$ cat src/rtl/cc_pkg.sv
package cc_pkg;

    typedef enum logic [2:0] {
        OP_READ    = 3'd0,
        OP_WRITE   = 3'd1,
        OP_PRELOAD = 3'd2,
        OP_UNLOCK  = 3'd3,
        OP_INVAL   = 3'd4,
        OP_INVALL  = 3'd5
    } op_e;

    typedef enum logic [2:0] {
        S_IDLE,
        S_LOOK,
        S_WB,
        S_FILL,
        S_MWR,
        S_NCRD,
        S_WALK,
        S_DONE
    } state_e;

endpackage

$ cat src/rtl/cc_victim.sv
module cc_victim #(
    parameter int WAYS   = 4,
    parameter int RANK_W = 3,
    localparam int WAY_W = $clog2(WAYS)
) (
    input  logic [WAYS-1:0]             way_valid,
    input  logic [WAYS-1:0]             way_locked,
    input  logic [WAYS-1:0][RANK_W-1:0] way_rank,
    output logic                        found,
    output logic [WAY_W-1:0]            way
);
    logic [RANK_W-1:0] best;
    logic              took_free;

    always_comb begin
        found     = 1'b0;
        way       = '0;
        best      = '1;
        took_free = 1'b0;
        for (int i = 0; i < WAYS; i++) begin
            if (!way_locked[i]) begin
                if (!way_valid[i]) begin
                    if (!took_free) begin
                        way       = WAY_W'(i);
                        took_free = 1'b1;
                        found     = 1'b1;
                    end
                end else if (!took_free && (!found || way_rank[i] < best)) begin
                    way   = WAY_W'(i);
                    best  = way_rank[i];
                    found = 1'b1;
                end
            end
        end
    end
endmodule

$ cat src/rtl/cc_rank.sv
module cc_rank #(
    parameter int WAYS   = 4,
    parameter int RANK_W = 3,
    localparam int WAY_W = $clog2(WAYS)
) (
    input  logic [WAYS-1:0][RANK_W-1:0] rank_in,
    input  logic [WAY_W-1:0]            sel,
    output logic [WAYS-1:0][RANK_W-1:0] promoted,
    output logic [WAYS-1:0][RANK_W-1:0] demoted
);
    logic [RANK_W-1:0] old_rank;
    assign old_rank = rank_in[sel];

    for (genvar g = 0; g < WAYS; g++) begin : g_lane
        always_comb begin
            if (WAY_W'(g) == sel) begin
                promoted[g] = RANK_W'(WAYS);
                demoted[g]  = '0;
            end else begin
                promoted[g] = (rank_in[g] > old_rank) ? rank_in[g] - 1'b1 : rank_in[g];
                demoted[g]  = (rank_in[g] != '0 && rank_in[g] < old_rank)
                              ? rank_in[g] + 1'b1 : rank_in[g];
            end
        end
    end
endmodule

$ cat src/rtl/lock_cache_ctrl.sv
module lock_cache_ctrl
    import cc_pkg::*;
#(
    parameter int ADDR_W     = 16,
    parameter int LINE_BYTES = 4,
    parameter int SETS       = 4,
    parameter int WAYS       = 4,
    parameter int LEN_W      = 8,
    localparam int OFF_W  = $clog2(LINE_BYTES),
    localparam int SET_W  = $clog2(SETS),
    localparam int WAY_W  = $clog2(WAYS),
    localparam int TAG_W  = ADDR_W - OFF_W - SET_W,
    localparam int LINE_W = 8 * LINE_BYTES,
    localparam int RANK_W = $clog2(WAYS + 1),
    localparam int WALK_W = SET_W + WAY_W,
    localparam int CNT_W  = LEN_W + 1
) (
    input  logic                  clk,
    input  logic                  rst_n,
    input  logic                  cmd_valid,
    output logic                  cmd_ready,
    input  logic [2:0]            cmd_op,
    input  logic [ADDR_W-1:0]     cmd_addr,
    input  logic [7:0]            cmd_wbyte,
    input  logic [LEN_W-1:0]      cmd_len,
    input  logic                  cmd_lock,
    input  logic                  cmd_flush,
    input  logic                  copy_back,
    output logic                  cmd_done,
    output logic                  cmd_hit,
    output logic                  cmd_fail,
    output logic [LINE_W-1:0]     rd_line,
    output logic                  mem_req,
    output logic                  mem_we,
    output logic [ADDR_W-1:0]     mem_addr,
    output logic [LINE_BYTES-1:0] mem_be,
    output logic [LINE_W-1:0]     mem_wline,
    input  logic [LINE_W-1:0]     mem_rline,
    input  logic                  mem_ack
);
    typedef struct {
        state_e                      st;
        op_e                         op;
        logic [ADDR_W-1:0]           addr;
        logic [7:0]                  wbyte;
        logic                        lock;
        logic                        flush;
        logic                        cb;
        logic                        miss;
        logic                        fail;
        logic [CNT_W-1:0]            lines;
        logic [WALK_W-1:0]           walk;
        logic [WAY_W-1:0]            way;
        logic [LINE_W-1:0]           rline;
        logic [TAG_W-1:0]            tag  [SETS][WAYS];
        logic [LINE_W-1:0]           data [SETS][WAYS];
        logic [WAYS-1:0]             val  [SETS];
        logic [WAYS-1:0]             dirty[SETS];
        logic [WAYS-1:0]             lck  [SETS];
        logic [WAYS-1:0][RANK_W-1:0] rank [SETS];
    } regs_t;

    regs_t q, d;

    // address fields of the held command
    logic [SET_W-1:0] idx_w;
    logic [TAG_W-1:0] tag_w;
    logic [OFF_W-1:0] off_w;
    logic             nc_w;
    assign idx_w = q.addr[OFF_W +: SET_W];
    assign tag_w = q.addr[ADDR_W-1 -: TAG_W];
    assign off_w = q.addr[OFF_W-1:0];
    assign nc_w  = q.addr[ADDR_W-1];

    // tag compare across the indexed set
    logic             hit_w;
    logic [WAY_W-1:0] hway_w;
    always_comb begin
        hit_w  = 1'b0;
        hway_w = '0;
        for (int w = 0; w < WAYS; w++) begin
            if (q.val[idx_w][w] && q.tag[idx_w][w] == tag_w) begin
                hit_w  = 1'b1;
                hway_w = WAY_W'(w);
            end
        end
    end

    logic                        vfound_w;
    logic [WAY_W-1:0]            vway_w;
    logic [WAYS-1:0][RANK_W-1:0] rank_mru_w, rank_lru_w;

    cc_victim #(.WAYS(WAYS), .RANK_W(RANK_W)) u_victim (
        .way_valid (q.val[idx_w]),
        .way_locked(q.lck[idx_w]),
        .way_rank  (q.rank[idx_w]),
        .found     (vfound_w),
        .way       (vway_w)
    );

    cc_rank #(.WAYS(WAYS), .RANK_W(RANK_W)) u_rank (
        .rank_in (q.rank[idx_w]),
        .sel     (hway_w),
        .promoted(rank_mru_w),
        .demoted (rank_lru_w)
    );

    // way addressed by write-back: the walk pointer during invalidate-all
    logic [SET_W-1:0] wb_set_w;
    logic [WAY_W-1:0] wb_way_w;
    logic             walking_w;
    assign walking_w = (q.op == OP_INVALL);
    assign wb_set_w  = walking_w ? q.walk[WAY_W +: SET_W] : idx_w;
    assign wb_way_w  = walking_w ? q.walk[WAY_W-1:0] : q.way;

    logic             mru_fire_w;
    logic             alloc_w, next_line_w;
    logic [CNT_W-1:0] len_eff_w, span_w;

    always_comb begin
        d           = q;
        mem_req     = 1'b0;
        mem_we      = 1'b0;
        mem_addr    = '0;
        mem_be      = '0;
        mem_wline   = '0;
        mru_fire_w  = 1'b0;
        alloc_w     = 1'b0;
        next_line_w = 1'b0;
        len_eff_w   = (cmd_len == '0) ? CNT_W'(1) : CNT_W'(cmd_len);
        span_w      = CNT_W'(cmd_addr[OFF_W-1:0]) + len_eff_w - 1'b1;

        case (q.st)
            S_IDLE: if (cmd_valid) begin
                d.op    = op_e'(cmd_op);
                d.addr  = cmd_addr;
                d.wbyte = cmd_wbyte;
                d.lock  = cmd_lock;
                d.flush = cmd_flush;
                d.cb    = copy_back;
                d.miss  = 1'b0;
                d.fail  = 1'b0;
                d.walk  = '0;
                d.lines = (span_w >> OFF_W) + 1'b1;
                d.st    = (op_e'(cmd_op) == OP_INVALL) ? S_WALK : S_LOOK;
            end

            S_LOOK: if (nc_w) begin
                d.miss = 1'b1;
                if (q.op == OP_READ)       d.st = S_NCRD;
                else if (q.op == OP_WRITE) d.st = S_MWR;
                else                       d.st = S_DONE;
            end else begin
                case (q.op)
                    OP_READ: if (hit_w) begin
                        d.rline = q.data[idx_w][hway_w];
                        mru_fire_w = 1'b1;
                        d.st = S_DONE;
                    end else if (vfound_w) alloc_w = 1'b1;
                    else begin
                        d.fail = 1'b1;
                        d.miss = 1'b1;
                        d.st   = S_DONE;
                    end
                    OP_WRITE: if (hit_w) begin
                        d.data[idx_w][hway_w][{off_w, 3'b000} +: 8] = q.wbyte;
                        d.dirty[idx_w][hway_w] = q.cb;
                        mru_fire_w = 1'b1;
                        d.st = q.cb ? S_DONE : S_MWR;
                    end else if (q.cb && vfound_w) alloc_w = 1'b1;
                    else begin
                        d.fail = !vfound_w;
                        d.miss = 1'b1;
                        d.st   = S_MWR;
                    end
                    OP_PRELOAD: if (hit_w) begin
                        if (q.lock) d.lck[idx_w][hway_w] = 1'b1;
                        mru_fire_w  = 1'b1;
                        next_line_w = 1'b1;
                    end else if (vfound_w) alloc_w = 1'b1;
                    else begin
                        d.fail = 1'b1;
                        d.miss = 1'b1;
                        next_line_w = 1'b1;
                    end
                    OP_UNLOCK: begin
                        if (hit_w) d.lck[idx_w][hway_w] = 1'b0;
                        else       d.miss = 1'b1;
                        d.st = S_DONE;
                    end
                    OP_INVAL: if (hit_w && q.dirty[idx_w][hway_w] && q.flush) begin
                        d.way = hway_w;
                        d.st  = S_WB;
                    end else begin
                        if (hit_w) begin
                            d.val[idx_w][hway_w]   = 1'b0;
                            d.lck[idx_w][hway_w]   = 1'b0;
                            d.dirty[idx_w][hway_w] = 1'b0;
                            d.rank[idx_w] = rank_lru_w;
                        end else d.miss = 1'b1;
                        d.st = S_DONE;
                    end
                    default: d.st = S_DONE;
                endcase
            end

            S_WB: begin
                mem_req   = 1'b1;
                mem_we    = 1'b1;
                mem_be    = '1;
                mem_addr  = {q.tag[wb_set_w][wb_way_w], wb_set_w, OFF_W'(0)};
                mem_wline = q.data[wb_set_w][wb_way_w];
                if (mem_ack) begin
                    d.dirty[wb_set_w][wb_way_w] = 1'b0;
                    d.st = walking_w ? S_WALK : S_LOOK;
                end
            end

            S_FILL: begin
                mem_req  = 1'b1;
                mem_addr = {tag_w, idx_w, OFF_W'(0)};
                if (mem_ack) begin
                    d.data[idx_w][q.way]  = mem_rline;
                    d.tag[idx_w][q.way]   = tag_w;
                    d.val[idx_w][q.way]   = 1'b1;
                    d.dirty[idx_w][q.way] = 1'b0;
                    d.lck[idx_w][q.way]   = 1'b0;
                    d.st = S_LOOK;
                end
            end

            S_MWR: begin
                mem_req   = 1'b1;
                mem_we    = 1'b1;
                mem_addr  = {q.addr[ADDR_W-1:OFF_W], OFF_W'(0)};
                mem_be    = LINE_BYTES'(1) << off_w;
                mem_wline = {LINE_BYTES{q.wbyte}};
                if (mem_ack) d.st = S_DONE;
            end

            S_NCRD: begin
                mem_req  = 1'b1;
                mem_addr = {q.addr[ADDR_W-1:OFF_W], OFF_W'(0)};
                if (mem_ack) begin
                    d.rline = mem_rline;
                    d.st    = S_DONE;
                end
            end

            S_WALK: if (q.val[wb_set_w][wb_way_w] && q.dirty[wb_set_w][wb_way_w] && q.flush) begin
                d.st = S_WB;
            end else begin
                d.val[wb_set_w][wb_way_w]   = 1'b0;
                d.lck[wb_set_w][wb_way_w]   = 1'b0;
                d.dirty[wb_set_w][wb_way_w] = 1'b0;
                d.walk = q.walk + 1'b1;
                if (q.walk == '1) d.st = S_DONE;
            end

            S_DONE: d.st = S_IDLE;

            default: d.st = S_IDLE;
        endcase

        if (alloc_w) begin
            d.miss = 1'b1;
            d.way  = vway_w;
            d.st   = (q.val[idx_w][vway_w] && q.dirty[idx_w][vway_w]) ? S_WB : S_FILL;
        end
        if (mru_fire_w) d.rank[idx_w] = rank_mru_w;
        if (next_line_w) begin
            d.addr  = {q.addr[ADDR_W-1:OFF_W] + 1'b1, OFF_W'(0)};
            d.lines = q.lines - 1'b1;
            d.st    = (q.lines <= CNT_W'(1)) ? S_DONE : S_LOOK;
        end
    end

    always_ff @(posedge clk or negedge rst_n) begin
        if (!rst_n) begin
            q.st    <= S_IDLE;
            q.op    <= OP_READ;
            q.addr  <= '0;
            q.wbyte <= '0;
            q.lock  <= 1'b0;
            q.flush <= 1'b0;
            q.cb    <= 1'b0;
            q.miss  <= 1'b0;
            q.fail  <= 1'b0;
            q.lines <= '0;
            q.walk  <= '0;
            q.way   <= '0;
            q.rline <= '0;
            for (int s = 0; s < SETS; s++) begin
                q.val[s]   <= '0;
                q.dirty[s] <= '0;
                q.lck[s]   <= '0;
                q.rank[s]  <= '0;
                for (int w = 0; w < WAYS; w++) begin
                    q.tag[s][w]  <= '0;
                    q.data[s][w] <= '0;
                end
            end
        end else begin
            q <= d;
        end
    end

    assign cmd_ready = (q.st == S_IDLE);
    assign cmd_done  = (q.st == S_DONE);
    assign cmd_hit   = !q.miss;
    assign cmd_fail  = q.fail;
    assign rd_line   = q.rline;

    // a completed fill never lands in a locked way
    assert_fill_unlocked_R1: assert property (@(posedge clk) disable iff (!rst_n)
        (q.st == S_FILL && mem_ack) |-> !q.lck[idx_w][q.way]);

    // a lookup that finds the whole set locked never proceeds to a fill
    assert_locked_set_no_fill_R1: assert property (@(posedge clk) disable iff (!rst_n)
        (q.st == S_LOOK && !nc_w && !hit_w && !vfound_w) |=> (q.st != S_FILL));

    // a hit access leaves its way at the top rank
    assert_mru_rank_R4: assert property (@(posedge clk) disable iff (!rst_n)
        mru_fire_w |=> (q.rank[$past(idx_w)][$past(hway_w)] == RANK_W'(WAYS)));

    assert_done_pulse_R11: assert property (@(posedge clk) disable iff (!rst_n)
        cmd_done |=> !cmd_done);

    assert_req_hold_R13: assert property (@(posedge clk) disable iff (!rst_n)
        (mem_req && !mem_ack) |=> (mem_req && $stable(mem_addr)));

endmodule

$ cat config.mk
export PLATFORM = sky130hd
export DESIGN_NAME = lock_cache_ctrl
export DESIGN_NICKNAME = d
export VERILOG_FILES = /design/src/rtl/cc_pkg.sv /design/src/rtl/cc_victim.sv /design/src/rtl/cc_rank.sv /design/src/rtl/lock_cache_ctrl.sv
export SDC_FILE = /design/constraint.sdc
export NUM_CORES = 2
export LEC_CHECK = 0
export ABC_CLOCK_PERIOD_IN_PS = 9220
export BUFFER_PORTS_ARGS = -buffer_cell sky130_fd_sc_hd__buf_4
export CAP_MARGIN = 0
export CELL_PAD_IN_SITES_DETAIL_PLACEMENT = 1
export CELL_PAD_IN_SITES_GLOBAL_PLACEMENT = 1
export CORE_MARGIN = 2
export CORE_UTILIZATION = 38
export CTS_CLUSTER_SIZE = 40
export DETAILED_ROUTE_END_ITERATION = 16
export GPL_TIMING_DRIVEN = 0
export HOLD_SLACK_MARGIN = 0.06
export PLACE_DENSITY = 0.7
export SYNTH_ARGS = -nofsm -noshare
export SYNTH_HDL_FRONTEND = slang
export SYNTH_SLANG_ARGS = --single-unit
$ cat constraint.sdc
create_clock -name clk -period 9.22 [get_ports clk]
set_input_delay 1.383 -clock clk [delete_from_list [all_inputs] [get_ports clk]]
set_output_delay 1.383 -clock clk [all_outputs]
set_load 0.02 [all_outputs]
==> results.json <==
{
  "run_status": "finished with violations",
  "violations": "max-capacitance violations, max-slew violations",
  "initial_core_util": 0.383,
  "cp_data_arrival_time_ns": 7.68,
  "syn_inst": 5087,
  "grt_pass1_vias": 52200,
  "max_freq_mhz": 110,
  "grt_max_degree": 114,
  "final_antenna_net_count": 0,
  "instances_no_fill": 7405,
  "nFillCells": 16000,
  "yosys_warnings": 0,
  "fin_crit_sh": 0.983,
  "end_kind": "output port",
  "synth.largest_area_cell": "dfrtp_1",
  "synth-async-reset-ratio": 1.00,
  "grt_overflow": 0,
  "finClkSkew_ns": 0.0810,
  "stdcell_area_mm2": 0.0645,
  "cts_sinks": 882,
  "numCtsBuffers": 105,
  "ys_seq_area_frac": 0.389,
  "synth_top_flop_cell": "dfrtp_1",
  "gp_congestion": 1.02,
  "h-tree-depth": 3,
  "hold_viol": 0,
  "syn_area_per_cell_um2": 11.1,
  "ys_ff_latch": 882,
  "yosysUniqueCellTypes": 85,
  "wl_per_cell_um": 39.4,
  "synthToLayoutAreaGrowth_pct": 13.9,
  "dieWidth_um": 390,
  "power.leakage_nw": 27.1,
  "clock_latency_ns": 0.77,
  "synth_top_area_share": 0.389,
  "die_y_um": 390,
  "synth_area_mm2": 0.0567,
  "tightest_slew_ns": 1.64,
  "hold_ws_ns": 0.426,
  "fin_crit_ns": 9.07,
  "drc": 0,
  "cts_setup_buffers": 0,
  "worstPathRequired_ns": 7.84,
  "dr.pass1.iters": 6,
  "multiInputGateArea_mm2": 0.0322,
  "hold_buffers": 0,
  "rsz0062_at_grt": "no",
  "drtIter0Drc": 7554,
  "dp.cells": 7195,
  "drive_gt1_frac": 0.257,
  "slew_headroom": -0.0903,
  "ys_top_cells_by_area": "dfrtp_1, mux4_2, mux2_2",
  "fin_nets": 5497,
  "dpl_cell_area_mm2": 0.0607,
  "drv_cap": 11,
  "synth-edff-count": 0,
  "yosysMostFrequentCell": "dfrtp_1",
  "final_util": 0.437,
  "cts_root_buffer": "clkbuf_16",
  "port_buffers": 161,
  "clk_pin_slew_worst_paths_ns": 0.06,
  "vias": 52000,
  "core_mm2": 0.148,
  "grtUsageTotal": 0.376,
  "detail_route.wirelength_um": 291000,
  "crit_fanout": 10,
  "antenna_found_initial": 22,
  "yosys-top-cells-count": "dfrtp_1, nand2_1, o22ai_1, mux2_2, clkbuf_1",
  "max-clock-path-buffers": 3,
  "io_pins": 164,
  "regArea_mm2": 0.0221,
  "rows": 141,
  "crit_path_start_kind": "register",
  "cts_tree": "yes",
  "ir_drop_mv": 0.281,
  "vias_per_cell": 7.02,
  "slew_viol_final": 88,
  "p_per_area_mw_per_mm2": 312,
  "setup.worst_path.class": "register to output port",
  "finalPower_mw": 20.1,
  "grt_pass1_wl_um": 405000,
  "hpwl_um": 202000,
  "fp.dieArea_mm2": 0.152,
  "min_path_type": "primary input to asynchronous set/reset pin",
  "setup_violations": 0
}
## layer usage
layer	track usage	routed length, µm
met5	0.00223	214
met4	0.240	22200
met3	0.154	38900
met2	0.523	119000
met1	0.480	111000
## report_power, final
| group | leakage (nW) | total, mW | internal [mW] | switching (mW) |
|---|---|---|---|---|
| logic | 13.1 | 10.4 | 2.92 | 7.52 |
| clock network | 1.87 | 4.71 | 2.81 | 1.90 |
| registers | 12.2 | 4.97 | 4.39 | 0.587 |
| total | 27.1 | 20.1 | 10.1 | 10.0 |
## worst max-delay path: stages (launching register included)
cell	delay, ns
dfrtp_1	0.32
clkbuf_1	0.34
nand3b_1	0.17
clkbuf_1	0.48
mux2i_1	0.68
clkbuf_1	0.95
clkbuf_1	0.51
clkbuf_1	1.21
mux4_2	0.46
nand2_1	0.08
a21oi_1	0.20
a21oi_1	0.09
o21ai_0	1.16
buf_4	0.31
## repair_timing
item	CTS	global route
setup endpoints to repair	0	3
endpoints found under the hold margin	0	0
gates resized for setup	0	1
## kinds of logic (layout without fill, tap and decap cells)
family | Yosys count | in the layout | synth area share
flops | 882 | 882 | 0.389
simple gates | 1116 | 1116 | 0.0864
compound gates | 1216 | 1216 | 0.152
mux | 1159 | 1159 | 0.304
other cells | 1 | 19 | 0.0000662
xor+xnor | 85 | 85 | 0.0131
fa+ha+maj | 52 | 52 | 0.0116
buf+inv | 576 | 946 | 0.0428
## registers in the layout (all words and copies together) (netlist names)
name,count
cmd_fail,1
off_w,2
idx_w,2
nc_w,1
rd_line,32
q,844
## cell usage in the layout (no fill, tap or decap), types with 16 or more instances in the layout
| master | netlist | layout |
|---|---|---|
| nand3_1 | 115 | 115 |
| nor2b_1 | 18 | 18 |
| mux2_1 | 221 | 221 |
| clkbuf_2 | 0 | 16 |
| clkbuf_16 | 0 | 107 |
| nand2_1 | 624 | 624 |
| clkbuf_8 | 0 | 26 |
| buf_4 | 40 | 203 |
| a311oi_1 | 53 | 53 |
| ha_1 | 51 | 51 |
| diode_2 | 0 | 17 |
| bufinv_16 | 0 | 17 |
| a211oi_4 | 36 | 36 |
| buf_1 | 43 | 25 |
| nor2_1 | 169 | 169 |
| nor3_1 | 19 | 18 |
| dfrtp_1 | 882 | 882 |
| nor4_1 | 21 | 19 |
| clkinv_2 | 0 | 18 |
| mux2_2 | 428 | 428 |
| xor2_1 | 19 | 19 |
| a221o_1 | 16 | 16 |
| a21o_1 | 51 | 51 |
| mux4_2 | 368 | 368 |
| mux2i_1 | 94 | 93 |
| mux2_4 | 48 | 48 |
| clkbuf_1 | 378 | 380 |
| o31ai_1 | 18 | 18 |
| inv_1 | 66 | 66 |
| and2_1 | 33 | 33 |
| o21ai_0 | 135 | 135 |
| and3_1 | 17 | 17 |
| a21oi_1 | 203 | 203 |
| buf_2 | 38 | 56 |
| nand4_1 | 31 | 31 |
| xnor2_1 | 66 | 66 |
| o22ai_1 | 534 | 534 |
## path summary, 6_finish.rpt
path | from | endpoint | slack (ns) | cells after the start
min in group clk | rd_line[14] | rd_line[14] | 0.48 | 1
max | q[877] | mem_wline[31] | 0.15 | 13
min reg2reg | rd_line[14] | rd_line[14] | 0.48 | 1
max reg2reg | idx_w[0] | q[879] | 0.61 | 28
min | rst_n | q[734] | 0.43 | 1
max in group asynchronous | rst_n | q[462] | 6.71 | 4
## metrics by stage
step | TNS (ns) | setup slack, ns
final | 0 | 0.152
after global routing | 0 | 0.0559
after CTS | 0 | 0.160
after detailed placement | 0 | 0.279
after global placement | -3644.78 | -4.29
after floorplan | 0 | 2.75
## layout make-up
type | instances | share of cell area
antenna | 17 | 0.000659
buffer | 507 | 0.0343
clock buffer | 151 | 0.0481
clock inverter | 43 | 0.0110
inverter | 68 | 0.00395
multi-input combinational | 3630 | 0.499
sequential | 882 | 0.342
tap | 1930 | 0.0374
timing repair buffer | 177 | 0.0236
Power figures use the tool's default switching activity.
